$ cat src/rtl/supv_pkg.sv
package supv_pkg;

  typedef enum logic [2:0] {
    ST_HOLD,
    ST_COUNT,
    ST_RUN,
    ST_FILTER,
    ST_FAULT
  } supvState_e;

  // strobes from control to datapath
  typedef struct packed {
    logic periodClr;
    logic periodInc;
    logic filtClr;
    logic filtInc;
  } supvStrobe_t;

  // status from datapath to control
  typedef struct packed {
    logic lowSync;
    logic periodDone;
    logic filterDone;
    logic filterZero;
  } supvFlag_t;

endpackage

$ cat src/rtl/supv_datapath.sv
module supv_datapath
  import supv_pkg::*;
#(
  parameter int CNT_W  = 16,
  parameter int SYNC_N = 2
) (
  input  logic             clk,
  input  logic             porClrN,
  input  logic             belowThresh,
  input  logic [CNT_W-1:0] resetPeriod,
  input  logic [CNT_W-1:0] filterCount,
  input  supvStrobe_t      strobes,
  output supvFlag_t        flags
);

  localparam int CMP_W = CNT_W + 1;

  logic [SYNC_N-1:0] syncReg;
  logic [CNT_W-1:0]  periodCnt;
  logic [CNT_W-1:0]  filtCnt;
  logic [CMP_W-1:0]  periodNext;
  logic [CMP_W-1:0]  filtNext;

  // synchroniser, reset to the pessimistic "below" level
  generate
    for (genvar g = 0; g < SYNC_N; g++) begin : gSync
      if (g == 0) begin : gFirst
        always_ff @(posedge clk or negedge porClrN) begin
          if (!porClrN) syncReg[0] <= 1'b1;
          else          syncReg[0] <= belowThresh;
        end
      end else begin : gRest
        always_ff @(posedge clk or negedge porClrN) begin
          if (!porClrN) syncReg[g] <= 1'b1;
          else          syncReg[g] <= syncReg[g-1];
        end
      end
    end
  endgenerate

  always_ff @(posedge clk or negedge porClrN) begin
    if (!porClrN) begin
      periodCnt <= '0;
    end else if (strobes.periodClr) begin
      periodCnt <= '0;
    end else if (strobes.periodInc) begin
      periodCnt <= periodCnt + 1'b1;
    end
  end

  always_ff @(posedge clk or negedge porClrN) begin
    if (!porClrN) begin
      filtCnt <= '0;
    end else if (strobes.filtClr) begin
      filtCnt <= '0;
    end else if (strobes.filtInc) begin
      filtCnt <= filtCnt + 1'b1;
    end
  end

  assign periodNext = {1'b0, periodCnt} + CMP_W'(1);
  assign filtNext   = {1'b0, filtCnt} + CMP_W'(1);

  always_comb begin
    flags.lowSync    = syncReg[SYNC_N-1];
    flags.periodDone = periodNext >= {1'b0, resetPeriod};
    flags.filterDone = filtNext >= {1'b0, filterCount};
    flags.filterZero = (filterCount == '0);
  end

endmodule

$ cat src/rtl/supv_ctrl.sv
module supv_ctrl
  import supv_pkg::*;
(
  input  logic        clk,
  input  logic        porClrN,
  input  supvFlag_t   flags,
  output supvStrobe_t strobes,
  output logic        rstOutN
);

  supvState_e state;
  supvState_e nextState;

  always_comb begin
    nextState = state;
    strobes   = '0;
    unique case (state)
      ST_HOLD: begin
        strobes.periodClr = 1'b1;
        if (!flags.lowSync) nextState = ST_COUNT;
      end
      ST_COUNT: begin
        // a low input wins over a completing count
        if (flags.lowSync)         nextState = ST_HOLD;
        else if (flags.periodDone) nextState = ST_RUN;
        else                       strobes.periodInc = 1'b1;
      end
      ST_RUN: begin
        strobes.periodClr = 1'b1;
        strobes.filtClr   = 1'b1;
        if (flags.lowSync) nextState = flags.filterZero ? ST_FAULT : ST_FILTER;
      end
      ST_FILTER: begin
        strobes.periodClr = 1'b1;
        if (!flags.lowSync)        nextState = ST_RUN;
        else if (flags.filterDone) nextState = ST_FAULT;
        else                       strobes.filtInc = 1'b1;
      end
      ST_FAULT: begin
        // full period regardless of the input
        if (flags.periodDone) nextState = flags.lowSync ? ST_HOLD : ST_RUN;
        else                  strobes.periodInc = 1'b1;
      end
      default: nextState = ST_HOLD;
    endcase
  end

  always_ff @(posedge clk or negedge porClrN) begin
    if (!porClrN) begin
      state   <= ST_HOLD;
      rstOutN <= 1'b0;
    end else begin
      state   <= nextState;
      rstOutN <= (nextState == ST_RUN) || (nextState == ST_FILTER);
    end
  end

endmodule

$ cat src/rtl/supervisor_reset.sv
module supervisor_reset
  import supv_pkg::*;
#(
  parameter int CNT_W  = 16,
  parameter int SYNC_N = 2
) (
  input  logic             clk,
  input  logic             porClrN,
  input  logic             belowThresh,
  input  logic [CNT_W-1:0] resetPeriod,
  input  logic [CNT_W-1:0] filterCount,
  output logic             rstOutN
);

  supvStrobe_t strobes;
  supvFlag_t   flags;
  logic        lowSync;

  assign lowSync = flags.lowSync;

  supv_datapath #(
    .CNT_W (CNT_W),
    .SYNC_N(SYNC_N)
  ) uDatapath (
    .clk        (clk),
    .porClrN    (porClrN),
    .belowThresh(belowThresh),
    .resetPeriod(resetPeriod),
    .filterCount(filterCount),
    .strobes    (strobes),
    .flags      (flags)
  );

  supv_ctrl uCtrl (
    .clk    (clk),
    .porClrN(porClrN),
    .flags  (flags),
    .strobes(strobes),
    .rstOutN(rstOutN)
  );

endmodule

$ cat config.mk
export PLATFORM = sky130hd
export DESIGN_NAME = supervisor_reset
export DESIGN_NICKNAME = d
export VERILOG_FILES = /design/src/rtl/supv_pkg.sv /design/src/rtl/supv_datapath.sv /design/src/rtl/supv_ctrl.sv /design/src/rtl/supervisor_reset.sv
export SDC_FILE = /design/constraint.sdc
export NUM_CORES = 1
export LEC_CHECK = 0
export BUFFER_PORTS_ARGS = -buffer_cell sky130_fd_sc_hd__buf_2
export CAP_MARGIN = 20
export CORE_MARGIN = 3
export CORE_UTILIZATION = 47
export CTS_CLUSTER_DIAMETER = 120
export CTS_CLUSTER_SIZE = 16
export DETAILED_ROUTE_END_ITERATION = 8
export GPL_ROUTABILITY_DRIVEN = 0
export PLACE_DENSITY = 0.73
export SETUP_SLACK_MARGIN = 0.15
export SLEW_MARGIN = 25
export SYNTH_ARGS = -nofsm -noshare
export SYNTH_HDL_FRONTEND = slang
export SYNTH_SLANG_ARGS = --single-unit
$ cat constraint.sdc
create_clock -name clk -period 8.5 [get_ports clk]
set_input_delay 0.85 -clock clk [delete_from_list [all_inputs] [get_ports clk]]
set_output_delay 0.85 -clock clk [all_outputs]
set_load 0.02 [all_outputs]
==> results of run 1 <==
==> cell families (layout without fill, tap and decap cells) <==
group | count (synthesis) | after routing | synth area share (%)
AOI/OAI and AO/OA | 77 | 77 | 17.72
muxes | 6 | 6 | 2.520
and+or+nand+nor | 140 | 140 | 23.54
buffers and inverters | 46 | 80 | 6.361
xor gates and xnor gates | 15 | 15 | 4.337
DFF | 38 | 38 | 31.47
adders and majority gates | 34 | 34 | 14.04
==> power by group <==
part | leakage [nW] | switching (W) | internal (W)
logic | 1.30 | 0.0000219 | 0.0000163
registers | 0.520 | 0.00000233 | 0.000183
clock network | 0.0683 | 0.0000701 | 0.000118
==> placed cells by master, fill, tap and decap left out, types with 3 or more instances in the layout <==
cell type  netlist  routed
nand2_1         42      42
inv_1           37      37
dfrtp_1         36      36
buf_2            4      35
ha_1            34      34
nand3_1         22      22
a21oi_1         20      20
a21o_1          16      16
nor2_1          13      13
o21ai_0         11      11
a31o_2          11      11
nor2b_1         10      10
nor3_1           9       9
nand4_1          8       8
xnor2_1          8       8
nand2b_1         8       8
xor2_1           7       7
or2_2            5       5
nor4_1           5       5
clkbuf_8         0       5
and3_1           4       4
or3_1            5       4
o21bai_1         4       4
and2_1           3       3
mux2_4           3       3
==> final cells by class <==
class / instances / area, µm² / share of cell area [%]
Timing Repair Buffer: 35 / 175.2 / 5.178
Sequential cell: 38 / 953.4 / 28.18
Inverter: 37 / 138.9 / 4.105
Clock buffer: 5 / 68.82 / 2.034
Tap cell: 75 / 93.84 / 2.774
Clock inverter: 3 / 68.82 / 2.034
Multi-Input combinational cell: 272 / 1884 / 55.70
==> state kept, by name, indices dropped and copies added, names as in the netlist <==
register	count
uCtrl.state	3
uDatapath.filtCnt	16
uDatapath.syncReg	1
uDatapath.flags	1
uCtrl.rstOutN	1
uDatapath.periodCnt	16
==> worst reg2reg max path, stage by stage (launching register included) <==
cell      delay, ns
dfrtp_1        0.43
ha_1           0.22
nand3_1        0.20
nor3_1         0.48
and3_1         0.24
xor2_1         0.19
ha_1           0.27
nand4_1        0.13
nor2_1         0.06
a221oi_1       0.26
nand4_1        0.21
or3_2          0.79
mux2_2         0.37
a21o_1         0.17
==> layer usage <==
layer,global-route usage [%],vias up,wire [µm]
met2,30.83,58,2761
met3,3.422,9,280
met5,0,-,0
li1,-,1332,-
met4,5.949,0,95
met1,22.58,1179,2845
==> worst max path at each step <==
stage	start	to	slack, ns	cells after the start
floorplan	uDatapath.filtCnt[0]	uDatapath.filtCnt[10]	4.98	13
global placement	uDatapath.periodCnt[0]	uDatapath.periodCnt[13]	4.40	13
detailed placement	uDatapath.periodCnt[0]	uDatapath.periodCnt[13]	4.27	13
CTS	uDatapath.periodCnt[0]	uDatapath.periodCnt[13]	4.25	13
global route	uDatapath.periodCnt[0]	uDatapath.periodCnt[13]	3.96	13
finish	uDatapath.periodCnt[0]	uDatapath.periodCnt[13]	4.37	13
==> through the flow <==
step / instances / hold WS, ns
final: 465 / 0.3578
after global routing: 465 / 0.3623
after CTS: 465 / 0.3587
after detailed placement: 457 / 0.3472
after global placement: 457 / 0.3481
after floorplan: 356 / 0.3452
==> impl_metrics.csv, run 1 <==
group,metric,value,unit
run_status,status,"complete, no violations",
layout,antenna_cells_inserted,0,
power,vdd.ir_drop.worst,0.08904,mV
synth,yosysSeqAreaShare,31.47,%
detailed_routing,wl_per_cell,12.86,µm
worst_setup_path,cp_data_arrival_time,4.32,ns
synth,synth_edf_count,0,
placed_design,dpl_worst_slack,4.274,ns
worst_setup_path,r2r_cells,13,
layout,drive_gt1_share,17.69,%
worst_setup_path,cpPeakStageDelay,0.79,ns
worst_setup_path,required,8.69,ns
timing,rsz0062_at_grt,"no",
floorplanning,dieHeight,86.28,µm
detailed_routing,vias,2578,
synth,synth.area.top_cells,"dfrtp_1 (30%), ha_1 (14%), nand2_1 (5.2%)",
synth,ys_ff_latch,38,
flow_run,cap_viol_max_count,0,
worst_hold_path,whs_path_depth,0,
floorplanning,die_width,86.28,µm
timing,setup_viol,0,
timing,post-route-worst-setup-slack,4.368,ns
layout,synthToLayoutAreaGrowth,11.69,%
clock_tree,cts_tree,"done",
synth,synth_top_area_cell,"dfrtp_1",
timing,min_period,4.132,ns
worst_setup_path,end_kind,"flip-flop",
floorplanning,core,6096,µm²
worst_setup_path,crit_path_max_fanout,33,
synth,synth_top_area_share,29.74,%
floorplanning,start_util,49.69,%
power,power,0.0004112,W
timing,slew_headroom,42.89,%
synth,synth_cells,356,
power,power.leakage,1.884,nW
detailed_routing,drt-total-wl,5.982,mm
grt,grt_usage,17.91,%
worst_setup_path,crit_slowest_cell,"or3_2",
synth,syn_area_per_cell,8.509,µm²
detailed_routing,dr.pass1.iters,4,
worst_setup_path,path_delay_family,"simple AND/OR/NAND/NOR gates",
worst_setup_path,r2r-end,"uDatapath.periodCnt[13]",
clock_tree,post-cts-setup-buffers,0,
grt,grt_pass1_wl,10.71,mm
clock_tree,cts_sinks,38,
grt,grt_overflow_total,0,
placed_design,dpl_cell_area,3244,µm²
synth,ys_types,47,
timing,max_freq,242.0,MHz
clock_tree,clock_latency,0.30,ns
worst_setup_path,rr_startpoint,"uDatapath.periodCnt[0]",
placed_design,io_buffers,35,
clock_tree,cts_resized,0,
grt,antenna_found_initial,0,
worst_hold_path,min_from,"uDatapath.syncReg[0]",
clock_tree,htree_levels,2,
clock_tree,hold_buffers,0,
floorplanning,dieArea,7444,µm²
detailed_routing,viasPerCell,5.544,
timing,finalCritPeriodShare,48.61,%
timing,worstMarginPinSlew,0.8567,ns
floorplanning,rows,28,
layout,nNetsFinal,458,
synth,synth-warning-count,0,
clock_tree,clockBufferDepth,2,
synth,synthFlopType,"dfrtp_1",
worst_setup_path,start_kind,"flip-flop",
clock_tree,clkSlewWorstSetupHoldPaths,0.08,ns
timing,slew_violations,0,
worst_setup_path,path_buf_inv,0,
timing,fin_tns_setup,0,ns
layout,final_util,55.50,%
worst_hold_path,worstHoldEndpoint,"uDatapath.flags[3]",
floorplanning,ios,36,
grt,grt_max_degree,39,
detailed_routing,post-route-drc-count,0,
placed_design,dp_hpwl,4.658,mm
synth,ys_async_sr_fraction,100.0,%
clock_tree,cts_buffers,5,
synth,yosysMostFrequentCell,"nand2_1",
worst_setup_path,crit_chain,"ha_1 -> nand3_1 -> nor3_1 -> and3_1 -> xor2_1 -> ha_1 -> nand4_1 -> nor2_1 -> a221oi_1 -> nand4_1 -> or3_2 -> mux2_2 -> a21o_1",
timing,hold_viol,0,
synth,synth_common_cells,"nand2_1 (42), inv_1 (37), dfrtp_1 (36)",
worst_setup_path,r2r_setup_slack,4.37,ns
grt,grt_pass1_vias,2490,
layout,fillerInstances,561,
detailed_routing,drtAntennaViolNets,0,
timing,skew,0.005675,ns
power,power_density,121.6,nW/µm²
synth,syn_nets,425,
worst_setup_path,critPathKind,"reg2reg",
layout,final_area,3383,µm²
synth,syn_area,3029,µm²
clock_tree,cts_root_buf,"clkbuf_8",
detailed_routing,drtIter0Drc,101,
worst_hold_path,hold_path_class,"reg2reg",
No activity file was read; power rests on OpenSTA's default activity.
==> inputs of run 2 (changes only) <==
--- a/config.mk
+++ b/config.mk
@@ -13,7 +13,7 @@
 export CTS_CLUSTER_SIZE = 16
 export DETAILED_ROUTE_END_ITERATION = 8
 export GPL_ROUTABILITY_DRIVEN = 0
-export PLACE_DENSITY = 0.73
+export PLACE_DENSITY = 0.75
 export SETUP_SLACK_MARGIN = 0.15
 export SLEW_MARGIN = 25
 export SYNTH_ARGS = -nofsm -noshare
==> constraint.sdc (replaced) <==
create_clock -name clk -period 3.7 [get_ports clk]
set_input_delay 0.37 -clock clk [delete_from_list [all_inputs] [get_ports clk]]
set_output_delay 0.37 -clock clk [all_outputs]
set_load 0.02 [all_outputs]
==> impl_metrics.csv, run 2 (synthesis results as in run 1) <==
group,metric,value,unit
clock_tree,clockBufferDepth,2,
layout,antenna_cells_inserted,0,
flow_run,cap_viol_max_count,0,
placed_design,dpl_cell_area,3319,µm²
detailed_routing,drtAntennaViolNets,0,
clock_tree,cts_buffers,5,
worst_setup_path,crit_slowest_cell,"or4_4",
timing,slew_headroom,44.38,%
floorplanning,start_util,49.69,%
grt,antenna_found_initial,0,
layout,fillerInstances,514,
run_status,status,"complete, no violations",
timing,hold_viol,0,
clock_tree,clkSlewWorstSetupHoldPaths,0.08,ns
detailed_routing,dr.pass1.iters,4,
grt,grt_max_degree,39,
layout,drive_gt1_share,31.58,%
detailed_routing,wl_per_cell,14.98,µm
clock_tree,cts_tree,"done",
worst_setup_path,start_kind,"flip-flop",
power,power_density,221.3,nW/µm²
worst_hold_path,hold_path_class,"in2async",
clock_tree,clock_latency,0.29,ns
power,power,0.0008328,W
floorplanning,die_width,86.28,µm
worst_setup_path,cp_data_arrival_time,3.81,ns
timing,worstMarginPinSlew,0.8344,ns
grt,grt_overflow_total,0,
layout,final_cell_mix,"inv_1 (37), nand2_1 (35), buf_2 (35), dfrtp_1 (30), ha_1 (28)",
timing,rsz0062_at_grt,"yes",
timing,post-route-worst-setup-slack,0.06249,ns
layout,final_area,3764,µm²
worst_setup_path,rr_startpoint,"uDatapath.filtCnt[1]",
floorplanning,ios,36,
detailed_routing,post-route-drc-count,0,
power,power.leakage,2.005,nW
placed_design,io_buffers,35,
detailed_routing,vias,2835,
clock_tree,cts_sinks,38,
power,vdd.ir_drop.worst,0.1575,mV
timing,slew_violations,0,
layout,layout_commonest_cell,"inv_1",
clock_tree,htree_levels,2,
floorplanning,core,6096,µm²
detailed_routing,viasPerCell,5.751,
floorplanning,rows,28,
worst_setup_path,end_kind,"flip-flop",
layout,nNetsFinal,486,
grt,grt_pass1_wl,11.57,mm
floorplanning,dieHeight,86.28,µm
placed_design,dp_hpwl,5.154,mm
worst_setup_path,required,3.87,ns
timing,min_period,3.638,ns
placed_design,dpl_worst_slack,-0.01361,ns
grt,grt_usage,19.23,%
timing,finalCritPeriodShare,98.31,%
timing,max_freq,274.9,MHz
detailed_routing,drt-total-wl,7.383,mm
worst_setup_path,critPathKind,"reg2reg",
worst_setup_path,crit_path_max_fanout,20,
detailed_routing,drtIter0Drc,119,
layout,synthToLayoutAreaGrowth,24.25,%
layout,reg.largest.list,"uDatapath.filtCnt (16), uDatapath.periodCnt (16), uCtrl.state (3)",
worst_setup_path,crit_chain,"buf_6 -> nand2_2 -> nor2_4 -> nand3_2 -> or2_2 -> nand2_1 -> ha_1 -> and2_4 -> a221o_1 -> a2111oi_2 -> o21ai_1 -> or4_4 -> buf_12 -> mux2_4",
timing,skew,0.006606,ns
clock_tree,cts_root_buf,"clkbuf_8",
floorplanning,dieArea,7444,µm²
worst_setup_path,cpPeakStageDelay,0.60,ns
grt,grt_pass1_vias,2629,
worst_setup_path,cp-startpoint,"uDatapath.filtCnt[1]",
timing,setup_viol,0,
-- run 2: cell types whose count changed in the layout (fill, tap and decap cells not counted), sizes merged --
| cell | change |
|---|---|
| clkbuf | +1 |
| bufinv | -2 |
| clkinvlp | +1 |
| buf | +27 |
| and2 | +1 |
-- run 2: path summary, 6_finish.rpt --
| kind | slack, ns | endpoint | cells after the start |
|---|---|---|---|
| setup / recovery | 0.06 | uDatapath.filtCnt[10] | 14 |
| hold / removal | 0.17 | uDatapath.filtCnt[13] | 1 |
| setup reg to reg | 0.06 | uDatapath.filtCnt[10] | 14 |
| hold reg to reg | 0.36 | uDatapath.flags[3] | 0 |
| max in group asynchronous | 2.94 | uDatapath.filtCnt[2] | 1 |
| min in group clk | 0.18 | uDatapath.syncReg[0] | 1 |
-- run 2: what timing repair did --
action | in CTS | in global routing
hold buffers | 0 | 0
pin swaps | 3 | 17
setup buffers | 8 | 9
setup endpoints to repair | 26 | 33
resized for setup | 11 | 43
gates cloned | 1 | 0
-- run 2: cell type report --
class	instances	area (µm²)	share of cell area, %
timing repair buffer	62	409.1	10.87
sequential	38	960.9	25.53
multi-input combinational	273	2066	54.89
inverter	37	138.9	3.690
clock inverter	2	12.51	0.3324
clock buffer	6	82.58	2.194
tap	75	93.84	2.493
-- run 2: critical path, delay by kind of cell (launching register included) --
family	cells	cell delay, ns
DFF	1	0.39
adders and majority gates	1	0.24
and+or+nand+nor	7	1.51
muxes	1	0.30
buffers and inverters	2	0.31
AOI/OAI and AO/OA	3	0.78
-- run 2: through the flow --
step	setup TNS [ns]	util [%]	hold WS [ns]	instances
global route	-0.1701	61.74	0.1675	493
detailed placement	-0.03531	54.45	0.3475	467
global placement	0	54.45	0.3460	467
floorplan	0	-	0.07441	356
CTS	0	57.57	0.1696	484
finish	0	61.74	0.1658	493
-- run 2: routing by layer --
metal,share of wire [%],GRT usage (%),vias up
met5,0,0,-
met4,2.3,6.516,0
met3,5.2,3.042,18
met2,50,33.50,94
met1,43,24.25,1337
li1,-,-,1386
-- run 2: power breakdown --
group	switching (W)	leakage (nW)	internal (W)
clock	0.000153	0.0472	0.000150
sequential	0.00000585	0.510	0.000421
combinational	0.0000559	1.45	0.0000479
total	0.000214	2.01	0.000618
==> inputs of run 3 (changes only) <==
--- a/config.mk
+++ b/config.mk
@@ -7,13 +7,15 @@
 export LEC_CHECK = 0
 export BUFFER_PORTS_ARGS = -buffer_cell sky130_fd_sc_hd__buf_2
 export CAP_MARGIN = 20
+export CELL_PAD_IN_SITES_DETAIL_PLACEMENT = 1
+export CELL_PAD_IN_SITES_GLOBAL_PLACEMENT = 2
 export CORE_MARGIN = 3
-export CORE_UTILIZATION = 47
+export CORE_UTILIZATION = 32
 export CTS_CLUSTER_DIAMETER = 120
 export CTS_CLUSTER_SIZE = 16
 export DETAILED_ROUTE_END_ITERATION = 8
 export GPL_ROUTABILITY_DRIVEN = 0
-export PLACE_DENSITY = 0.75
+export PLACE_DENSITY = 0.82
 export SETUP_SLACK_MARGIN = 0.15
 export SLEW_MARGIN = 25
 export SYNTH_ARGS = -nofsm -noshare
==> impl_metrics.csv, run 3 (synthesis results as in run 1) <==
group,metric,value,unit
detailed_routing,dr.pass1.iters,4,
detailed_routing,drtAntennaViolNets,0,
detailed_routing,drt-total-wl,8.767,mm
power,power.leakage,2.039,nW
layout,antenna_cells_inserted,0,
timing,slew_headroom,37.99,%
timing,finalCritPeriodShare,95.31,%
worst_setup_path,crit_chain,"ha_2 -> and4_4 -> nand4_1 -> buf_4 -> nand2_2 -> nand2_4 -> ha_4 -> and2_4 -> a221o_1 -> a2111oi_2 -> o21ai_1 -> or4_4 -> buf_6 -> mux2_4",
layout,drive_gt1_share,33.73,%
floorplanning,dieArea,10670,µm²
detailed_routing,post-route-drc-count,0,
grt,grt_usage,16.42,%
timing,slew_violations,0,
clock_tree,cts_sinks,38,
placed_design,io_buffers,35,
worst_setup_path,end_kind,"flip-flop",
grt,grt_overflow_total,0,
grt,grt_max_degree,39,
detailed_routing,wl_per_cell,15.94,µm
floorplanning,dieHeight,103.3,µm
detailed_routing,vias,2849,
worst_setup_path,crit_slowest_cell,"or4_4",
floorplanning,core,8976,µm²
clock_tree,cts_buffers,5,
clock_tree,hold_buffers,0,
detailed_routing,viasPerCell,5.180,
floorplanning,rows,34,
worst_setup_path,cp_data_arrival_time,3.71,ns
flow_run,cap_viol_max_count,0,
power,power_density,211.3,nW/µm²
clock_tree,clock_latency,0.29,ns
detailed_routing,drtIter0Drc,120,
placed_design,dp_hpwl,6.310,mm
floorplanning,ios,36,
timing,fin_tns_setup,0,ns
clock_tree,clkSlewWorstSetupHoldPaths,0.08,ns
timing,min_period,3.526,ns
timing,worstMarginPinSlew,0.9301,ns
power,vdd.ir_drop.worst,0.1191,mV
worst_setup_path,cpPeakStageDelay,0.61,ns
worst_setup_path,crit_path_max_fanout,11,
layout,synthToLayoutAreaGrowth,27.51,%
timing,max_freq,283.6,MHz
grt,antenna_found_initial,0,
floorplanning,die_width,103.3,µm
layout,layout_commonest_cell,"inv_1",
timing,rsz0062_at_grt,"yes",
layout,nNetsFinal,493,
grt,grt_pass1_wl,13.81,mm
timing,hold_viol,0,
floorplanning,start_util,33.75,%
layout,final_cell_mix,"inv_1 (37), nand2_1 (36), buf_2 (36), dfrtp_1 (31), buf_4 (30)",
worst_setup_path,critPathKind,"reg2reg",
clock_tree,clockBufferDepth,2,
layout,reg.largest.list,"uDatapath.filtCnt (16), uDatapath.periodCnt (16), uCtrl.state (3)",
grt,grt_pass1_vias,2944,
clock_tree,htree_levels,2,
power,power,0.0008163,W
worst_setup_path,required,3.89,ns
timing,skew,0.008145,ns
clock_tree,cts_tree,"done",
worst_hold_path,hold_path_class,"in2reg",
run_status,status,"complete, no violations",
worst_setup_path,start_kind,"flip-flop",
timing,setup_viol,0,
clock_tree,cts_root_buf,"clkbuf_8",
[run 3: layout make-up]
cell class / instances / area [µm²]
fill: 1098 / 5114
multi-input combinational: 273 / 2088
sequential: 38 / 959.7
timing repair buffer: 69 / 439.2
tap: 126 / 157.7
inverter: 37 / 138.9
clock buffer: 5 / 68.82
clock inverter: 2 / 10.01
[run 3: worst max-delay path: cells and delay by family, from the launching register on]
family | cells | cell delay (ns)
compound gates | 3 | 0.74
fa+ha+maj | 2 | 0.40
buf+inv | 2 | 0.36
flops | 1 | 0.39
mux | 1 | 0.29
simple gates | 6 | 1.26
[run 3: where the power goes]
| part | leakage [nW] | total (W) | internal, W | switching, W |
|---|---|---|---|---|
| logic | 1.48 | 0.000109 | 0.0000491 | 0.0000596 |
| clock network | 0.0438 | 0.000282 | 0.000127 | 0.000155 |
| registers | 0.512 | 0.000426 | 0.000420 | 0.00000550 |
| total | 2.04 | 0.000816 | 0.000596 | 0.000220 |
[run 3: stage by stage]
stage | worst slack [ns] | cells | hold WS, ns | cell area, µm² | utilization [%]
final | 0.1736 | 550 | 0.1708 | 3862 | 43.03
after global routing | -0.01827 | 550 | 0.1556 | 3862 | 43.03
after CTS | 0.09994 | 536 | 0.1703 | 3562 | 39.68
after detailed placement | 0.01470 | 523 | 0.3490 | 3421 | 38.11
after global placement | 0.1320 | 523 | 0.3469 | 3421 | 38.11
after floorplan | 0.1792 | 356 | 0.07441 | 3029 | -
[run 3: repair_timing]
action | 4_1_cts | 5_1_grt
buffers inserted | 5 | 13
gates resized for setup | 8 | 46
gates cloned | 1 | 1
pin swaps | 1 | 22
setup endpoints to repair | 32 | 33
[run 3: worst paths after layout]
| kind | start | end | slack (ns) | cells past startpoint |
|---|---|---|---|---|
| worst min register to register | uDatapath.syncReg[0] | uDatapath.flags[3] | 0.36 | 0 |
| max in group asynchronous | porClrN | uDatapath.filtCnt[6] | 2.84 | 1 |
| worst max register to register | uDatapath.filtCnt[0] | uDatapath.filtCnt[10] | 0.17 | 14 |
| worst min-delay path | belowThresh | uDatapath.syncReg[0] | 0.17 | 1 |
| worst max-delay path | uDatapath.filtCnt[0] | uDatapath.filtCnt[10] | 0.17 | 14 |
| min in group asynchronous | porClrN | uCtrl.state[2] | 0.22 | 1 |
[run 3: layer usage]
| layer | vias to the layer above | global-route usage, % | wire length, µm |
|---|---|---|---|
| li1 | 1388 | - | - |
| met1 | 1404 | 21.33 | 4056 |
| met2 | 47 | 28.27 | 4361 |
| met3 | 10 | 2.817 | 240 |
| met4 | 0 | 4.283 | 109 |
| met5 | - | 0 | 0 |
